$ cat config.mk
export PLATFORM = sky130hd
export DESIGN_NAME = ddr_refresh_pwr_seq
export DESIGN_NICKNAME = d
export VERILOG_FILES = /design/src/rtl/ddr_rps_pkg.sv /design/src/rtl/rps_interval_timer.sv /design/src/rtl/rps_exit_holdoff.sv /design/src/rtl/ddr_refresh_pwr_seq.sv
export SDC_FILE = /design/constraint.sdc
export NUM_CORES = 1
export LEC_CHECK = 0
export BUFFER_PORTS_ARGS = -buffer_cell sky130_fd_sc_hd__buf_2
export CAP_MARGIN = 20
export CORE_MARGIN = 10
export CORE_UTILIZATION = 39
export CTS_BUF_LIST = sky130_fd_sc_hd__clkbuf_4 sky130_fd_sc_hd__clkbuf_8 sky130_fd_sc_hd__clkbuf_16
export DETAILED_ROUTE_END_ITERATION = 8
export GPL_TIMING_DRIVEN = 0
export HOLD_SLACK_MARGIN = 0.02
export REMOVE_ABC_BUFFERS = 1
export SYNTH_ARGS = -nofsm -noshare
export SYNTH_HDL_FRONTEND = slang
export SYNTH_SLANG_ARGS = --single-unit
$ cat constraint.sdc
create_clock -name clk_i -period 2.85 [get_ports clk_i]
set_clock_uncertainty 0.1 [all_clocks]
set_input_delay 0.57 -clock clk_i [delete_from_list [all_inputs] [get_ports clk_i]]
set_output_delay 0.57 -clock clk_i [all_outputs]
set_load 0.02 [all_outputs]
$ cat src/rtl/ddr_rps_pkg.sv
package ddr_rps_pkg;

    typedef enum logic [1:0] {
        RPS_CMD_PREA = 2'd0,
        RPS_CMD_REF  = 2'd1,
        RPS_CMD_SRE  = 2'd2
    } rps_cmd_e;

    typedef enum logic [3:0] {
        ST_IDLE,
        ST_PRE,
        ST_TRP,
        ST_REF,
        ST_TRFC,
        ST_SRE,
        ST_SR,
        ST_PD,
        ST_PDX
    } rps_state_e;

endpackage

$ cat src/rtl/rps_interval_timer.sv
module rps_interval_timer #(
    parameter int INTERVAL    = 1560,
    parameter int BACKLOG_MAX = 8
) (
    input  logic clk_i,
    input  logic rst_ni,
    input  logic hold_i,
    input  logic clear_i,
    input  logic take_i,
    output logic pending_o,
    output logic full_o
);
    localparam int TW = (INTERVAL > 2) ? $clog2(INTERVAL) : 1;
    localparam int BW = $clog2(BACKLOG_MAX + 1);

    typedef struct packed {
        logic [TW-1:0] tick;
        logic [BW-1:0] backlog;
    } tmr_t;

    tmr_t r_d, r_q;
    logic wrap;
    logic [BW-1:0] after_take;

    always_comb begin
        r_d        = r_q;
        wrap       = !hold_i && (r_q.tick == TW'(INTERVAL - 1));
        after_take = r_q.backlog - BW'(take_i);

        if (clear_i || hold_i || wrap) begin
            r_d.tick = '0;
        end else begin
            r_d.tick = r_q.tick + 1'b1;
        end

        if (clear_i) begin
            r_d.backlog = '0;
        end else if (wrap && after_take != BW'(BACKLOG_MAX)) begin
            r_d.backlog = after_take + 1'b1;
        end else begin
            r_d.backlog = after_take;
        end
    end

    always_ff @(posedge clk_i or negedge rst_ni) begin
        if (!rst_ni) begin
            r_q <= '0;
        end else begin
            r_q <= r_d;
        end
    end

    assign pending_o = (r_q.backlog != '0);
    assign full_o    = (r_q.backlog == BW'(BACKLOG_MAX));

endmodule

$ cat src/rtl/rps_exit_holdoff.sv
module rps_exit_holdoff #(
    parameter int T_NONRD = 15,
    parameter int T_RD    = 200
) (
    input  logic clk_i,
    input  logic rst_ni,
    input  logic start_i,
    output logic nonrd_ok_o,
    output logic rd_ok_o
);
    localparam int CW = $clog2(T_RD + 1);

    logic [CW-1:0] cnt_d, cnt_q;

    always_comb begin
        cnt_d = cnt_q;
        if (start_i) begin
            cnt_d = '0;
        end else if (cnt_q != CW'(T_RD)) begin
            cnt_d = cnt_q + 1'b1;
        end
    end

    always_ff @(posedge clk_i or negedge rst_ni) begin
        if (!rst_ni) begin
            cnt_q <= CW'(T_RD);
        end else begin
            cnt_q <= cnt_d;
        end
    end

    assign nonrd_ok_o = (cnt_q >= CW'(T_NONRD));
    assign rd_ok_o    = (cnt_q == CW'(T_RD));

endmodule

$ cat src/rtl/ddr_refresh_pwr_seq.sv
module ddr_refresh_pwr_seq
    import ddr_rps_pkg::*;
#(
    parameter int NUM_BANKS    = 4,
    parameter int REF_INTERVAL = 1560,
    parameter int BACKLOG_MAX  = 8,
    parameter int T_RFC        = 14,
    parameter int T_RP         = 3,
    parameter int T_XSNR       = 15,
    parameter int T_XSRD       = 200
) (
    input  logic                 clk_i,
    input  logic                 rst_ni,
    input  logic [NUM_BANKS-1:0] bank_open_i,
    input  logic                 sleep_req_i,
    input  logic                 pd_req_i,
    input  logic                 wake_i,
    input  logic                 cmd_gnt_i,
    output logic                 ref_req_o,
    output logic [1:0]           ref_cmd_o,
    output logic                 ref_urgent_o,
    output logic                 cke_o,
    output logic                 allow_other_o,
    output logic                 allow_rd_o
);
    localparam int WAIT_MAX = (T_RFC > T_RP) ? T_RFC : T_RP;
    localparam int WW       = $clog2(WAIT_MAX);

    typedef struct packed {
        rps_state_e    state;
        logic [WW-1:0] wait_cnt;
    } fsm_t;

    fsm_t     fsm_d, fsm_q;
    logic     any_open;
    logic     pending, full;
    logic     nonrd_ok, rd_ok;
    logic     req, ref_take, sr_enter, sr_exit;
    rps_cmd_e cmd;

    assign any_open = |bank_open_i;

    rps_interval_timer #(
        .INTERVAL    (REF_INTERVAL),
        .BACKLOG_MAX (BACKLOG_MAX)
    ) i_timer (
        .clk_i     (clk_i),
        .rst_ni    (rst_ni),
        .hold_i    (fsm_q.state == ST_SR),
        .clear_i   (sr_enter),
        .take_i    (ref_take),
        .pending_o (pending),
        .full_o    (full)
    );

    rps_exit_holdoff #(
        .T_NONRD (T_XSNR),
        .T_RD    (T_XSRD)
    ) i_holdoff (
        .clk_i      (clk_i),
        .rst_ni     (rst_ni),
        .start_i    (sr_exit),
        .nonrd_ok_o (nonrd_ok),
        .rd_ok_o    (rd_ok)
    );

    always_comb begin
        fsm_d    = fsm_q;
        req      = 1'b0;
        cmd      = RPS_CMD_PREA;
        ref_take = 1'b0;
        sr_enter = 1'b0;
        sr_exit  = 1'b0;
        unique case (fsm_q.state)
            ST_IDLE: begin
                if (nonrd_ok) begin
                    if (pending) begin
                        fsm_d.state = any_open ? ST_PRE : ST_REF;
                    end else if (sleep_req_i && !any_open) begin
                        fsm_d.state = ST_SRE;
                    end else if (pd_req_i) begin
                        fsm_d.state = ST_PD;
                    end
                end
            end
            ST_PRE: begin
                if (!any_open) begin
                    fsm_d.state = ST_REF;
                end else begin
                    req = 1'b1;
                    if (cmd_gnt_i) begin
                        fsm_d.state    = ST_TRP;
                        fsm_d.wait_cnt = WW'(T_RP - 2);
                    end
                end
            end
            ST_TRP: begin
                if (fsm_q.wait_cnt == '0) begin
                    fsm_d.state = ST_REF;
                end else begin
                    fsm_d.wait_cnt = fsm_q.wait_cnt - 1'b1;
                end
            end
            ST_REF: begin
                req = 1'b1;
                cmd = RPS_CMD_REF;
                if (cmd_gnt_i) begin
                    ref_take       = 1'b1;
                    fsm_d.state    = ST_TRFC;
                    fsm_d.wait_cnt = WW'(T_RFC - 2);
                end
            end
            ST_TRFC: begin
                if (fsm_q.wait_cnt == '0) begin
                    fsm_d.state = ST_IDLE;
                end else begin
                    fsm_d.wait_cnt = fsm_q.wait_cnt - 1'b1;
                end
            end
            ST_SRE: begin
                req = 1'b1;
                cmd = RPS_CMD_SRE;
                if (cmd_gnt_i) begin
                    sr_enter    = 1'b1;
                    fsm_d.state = ST_SR;
                end
            end
            ST_SR: begin
                if (wake_i) begin
                    sr_exit     = 1'b1;
                    fsm_d.state = ST_IDLE;
                end
            end
            ST_PD: begin
                if (wake_i || full) begin
                    fsm_d.state = ST_PDX;
                end
            end
            ST_PDX: begin
                fsm_d.state = ST_IDLE;
            end
            default: begin
                fsm_d.state = ST_IDLE;
            end
        endcase
    end

    always_ff @(posedge clk_i or negedge rst_ni) begin
        if (!rst_ni) begin
            fsm_q.state    <= ST_IDLE;
            fsm_q.wait_cnt <= '0;
        end else begin
            fsm_q <= fsm_d;
        end
    end

    logic open_window;
    assign open_window   = (fsm_q.state == ST_IDLE) || (fsm_q.state == ST_PRE);
    assign ref_req_o     = req;
    assign ref_cmd_o     = cmd;
    assign ref_urgent_o  = full;
    assign cke_o         = !((fsm_q.state == ST_SR) || (fsm_q.state == ST_PD));
    assign allow_other_o = open_window && nonrd_ok;
    assign allow_rd_o    = open_window && rd_ok;

endmodule

==> impl_metrics.yaml <==
setup_path:
  timing.critical_path.arrival_ns: 2.70
  worstPathRequired_ns: 2.96
  cp_capture_type: "flip-flop"
  worst_setup_path_start_kind: "flip-flop"
  timing_worst_setup_path_type: "reg -> reg"
  worst-path-max-fanout: 13
floorplan:
  number_of_placement_rows: 25
  dieArea_um2: 8160
  die_width_um: 90.4
  io-pin-count: 17
  core_area_um2: 4750
  start_util_pct: 40.6
  die-height_um: 90.4
detailed_routing:
  detail_route.wirelength_mm: 3.81
  viasPerCell: 5.05
  dr_total_vias: 1479
  wire_per_inst_um: 13.0
  drt_iter0_drc: 73
  route.detailed.drc: 0
  drtAntennaViolNets: 0
  first_pass_iters: 4
synthesis:
  syn-instance-count: 209
  synth.largest_area_cell: "sky130_fd_sc_hd__dfrtp_1"
  yosys_most_used_dff: "sky130_fd_sc_hd__dfrtp_1"
  yosys-top-cells-area: "sky130_fd_sc_hd__dfrtp_1 (36%), sky130_fd_sc_hd__nor2_1 (5.2%), sky130_fd_sc_hd__ha_1 (5.2%), sky130_fd_sc_hd__dfstp_2 (4.1%), sky130_fd_sc_hd__nand2_1 (3.7%)"
  synth_sequential_area_ratio_pct: 40.4
  yosys_register_bits: 31
  yosysWarnings: 0
  synth-simple-area-share_pct: 25.3
  summed_instance_area_of_the_synthesized_netlist_um2: 1930
  synth_fa_ha_area_share_pct: 5.18
  synth-edff-count: 0
  synth.top_cell.area_share_pct: 36.3
  postSynthAreaPerCell_um2: 9.24
  number_of_distinct_library_cell_variants_in_the_gate_level_netlist_after_synthesis: 43
  asr_flop_ratio_synth_pct: 100
  post_synth_xor_area_fraction_pct: 7.26
  largest_family_of_logic_cells_by_synthesized_area: "simple AND/OR/NAND/NOR gates"
  fraction_of_synthesized_area_in_multiplexers_pct: 4.67
  complex_gate_fraction_of_the_synthesized_area_pct: 12.2
outcome:
  status: "finished clean"
finish:
  utilization_pct: 45.2
  final_nets: 244
  final_common_cell: "sky130_fd_sc_hd__dfrtp_1"
  mostFrequentLayoutCells: "sky130_fd_sc_hd__dfrtp_1 (28), sky130_fd_sc_hd__nor2_1 (27), sky130_fd_sc_hd__nand2_1 (19)"
  post_route_cells_drive_above_1_share_pct: 15.5
  finish.instance_area_um2: 2150
  instances_no_fill: 293
  diodes: 0
  syn2layout_area_growth_pct: 11.4
clock_tree:
  htree_levels: 2
  cts-resized-gates: 0
  postCtsSetupBuffers: 0
  worstSkewPairLatency_ns: 0.28
  numClockSinks: 31
  cts_root_buffer: "sky130_fd_sc_hd__clkbuf_8"
  cts.hold.buffers_added: 0
  path_clk_slew_ns: 0.06
  cts_buffers: 5
  cts_tree: "done"
  clock_tree.buffer_depth: 2
sta:
  finalSetupViolations: 0
  whs_ns: 0.224
  final-hold-violation-count: 0
  relSlewSlack_pct: 53.5
  period_share_pct: 90.9
  tightestPinTransition_ns: 0.698
  layout_min_cycle_time_ns: 2.59
  fin_tns_setup_ns: 0
  setup_repair_after_global_routing_missed_its_margin: "false"
  drv_slew: 0
  clock.fmax_mhz: 386
power:
  power.density_cell_area_nw_per_um2: 1050
  internal_power_uw: 1300
  share_seq_of_total_power_pct: 37.8
  leakage_uw: 0.000991
  net_switching_power_of_the_design_uw: 963
  share_comb_of_total_power_pct: 46.9
  worst_ir_drop_vdd_mv: 0.517
  power.clock.fraction_pct: 15.4
  power.switching_fraction_pct: 42.6
global_routing:
  first_global_vias: 1511
  pin_count_of_the_biggest_net_entering_global_routing: 32
  global_route_wire_length_before_repair_mm: 6.96
  initial_antenna_violation_count: 0
  grt_total_ovfl: 0
  globalRouteTotalUtil_pct: 10.0
placed_design:
  detailed_place_hpwl_mm: 2.76
  numPortBuffers: 16
  placed_area_um2: 2060
  numPlacedInstances: 286
  globalplace.congestion: 0.817
flow_run:
  maxCapViolCount: 0
worst_hold_path:
  hold_class: "in -> async"
layer usage:
layer / GRT usage [%] / up-vias / routed length (um)
met5: 0 / - / 0
li1: - / 764 / -
met4: 3.98 / 0 / 61
met1: 12.8 / 685 / 1970
met2: 15.4 / 22 / 1640
met3: 3.08 / 8 / 138
synth_stat cells, drive strengths merged, types with 3 or more instances:
master / n
dfstp: 3
and2: 4
nor3: 5
a21oi: 8
mux2i: 6
nand2b: 3
xor2: 8
buf: 5
ha: 8
nor4: 6
nor2: 27
dfrtp: 28
inv: 17
nand3: 7
nor4b: 3
nand2: 19
nand4: 3
and3: 4
or3: 3
xnor2: 8
o21ai: 9
cell type report:
| type | count | area (um2) |
|---|---|---|
| clock inverters | 1 | 5.00 |
| multi-input cells | 155 | 1060 |
| inverters | 17 | 63.8 |
| clock buffers | 6 | 82.6 |
| fillers | 487 | 2600 |
| flip-flops and latches | 31 | 779 |
| repair buffers | 16 | 80.1 |
| well taps | 67 | 83.8 |
flip-flops by register name (all words and copies together), names as in the netlist:
signal and count:
i_timer.r_q 15, i_holdoff.cnt_q 8, fsm_q 8
critical path: stages, from the launching register on:
cell and delay (ns):
sky130_fd_sc_hd__dfrtp_1 0.63, sky130_fd_sc_hd__nor2_1 0.09, sky130_fd_sc_hd__and3_1 0.23, sky130_fd_sc_hd__and2_1 0.20, sky130_fd_sc_hd__ha_1 0.22, sky130_fd_sc_hd__ha_1 0.32, sky130_fd_sc_hd__inv_1 0.09, sky130_fd_sc_hd__ha_1 0.13
sky130_fd_sc_hd__inv_1 0.03, sky130_fd_sc_hd__a211oi_1 0.24, sky130_fd_sc_hd__mux2i_1 0.21
power by group through the flow:
stage	Clock, uW	Sequential [uW]	Combinational, uW
after floorplan	0	803	873
after global placement	0	858	1040
after detailed placement	0	856	1070
after CTS	359	852	1070
after global routing	378	889	1220
final	348	854	1060
path summary, 6_finish.rpt:
kind,from,end,slack [ns],depth (start not counted)
max,fsm_q[6]$_DFFE_PN0P_,i_timer.r_q[2]$_DFF_PN0_,0.26,10
min,rst_ni,fsm_q[3]$_DFFE_PN0P_,0.22,1
max reg2reg,fsm_q[6]$_DFFE_PN0P_,i_timer.r_q[2]$_DFF_PN0_,0.26,10
min reg2reg,i_timer.r_q[4]$_DFF_PN0_,i_timer.r_q[4]$_DFF_PN0_,0.39,1
max in group asynchronous,rst_ni,i_holdoff.cnt_q[5]$_DFFE_PN0P_,1.97,1
min in group clk_i,i_timer.r_q[4]$_DFF_PN0_,i_timer.r_q[4]$_DFF_PN0_,0.39,1
stage by stage:
stage | setup slack (ns) | power [uW]
floorplan | 0.439 | 1680
global placement | 0.310 | 1900
detailed placement | 0.268 | 1920
CTS | 0.256 | 2280
global route | 0.00914 | 2490
finish | 0.259 | 2260
logic make-up after synthesis:
logic type      Yosys count
compound gates           30
fa+ha+maj                 8
xor+xnor                 16
simple gates             93
flops                    31
mux                       8
buf+inv                  23
Power figures use the tool's default switching activity.
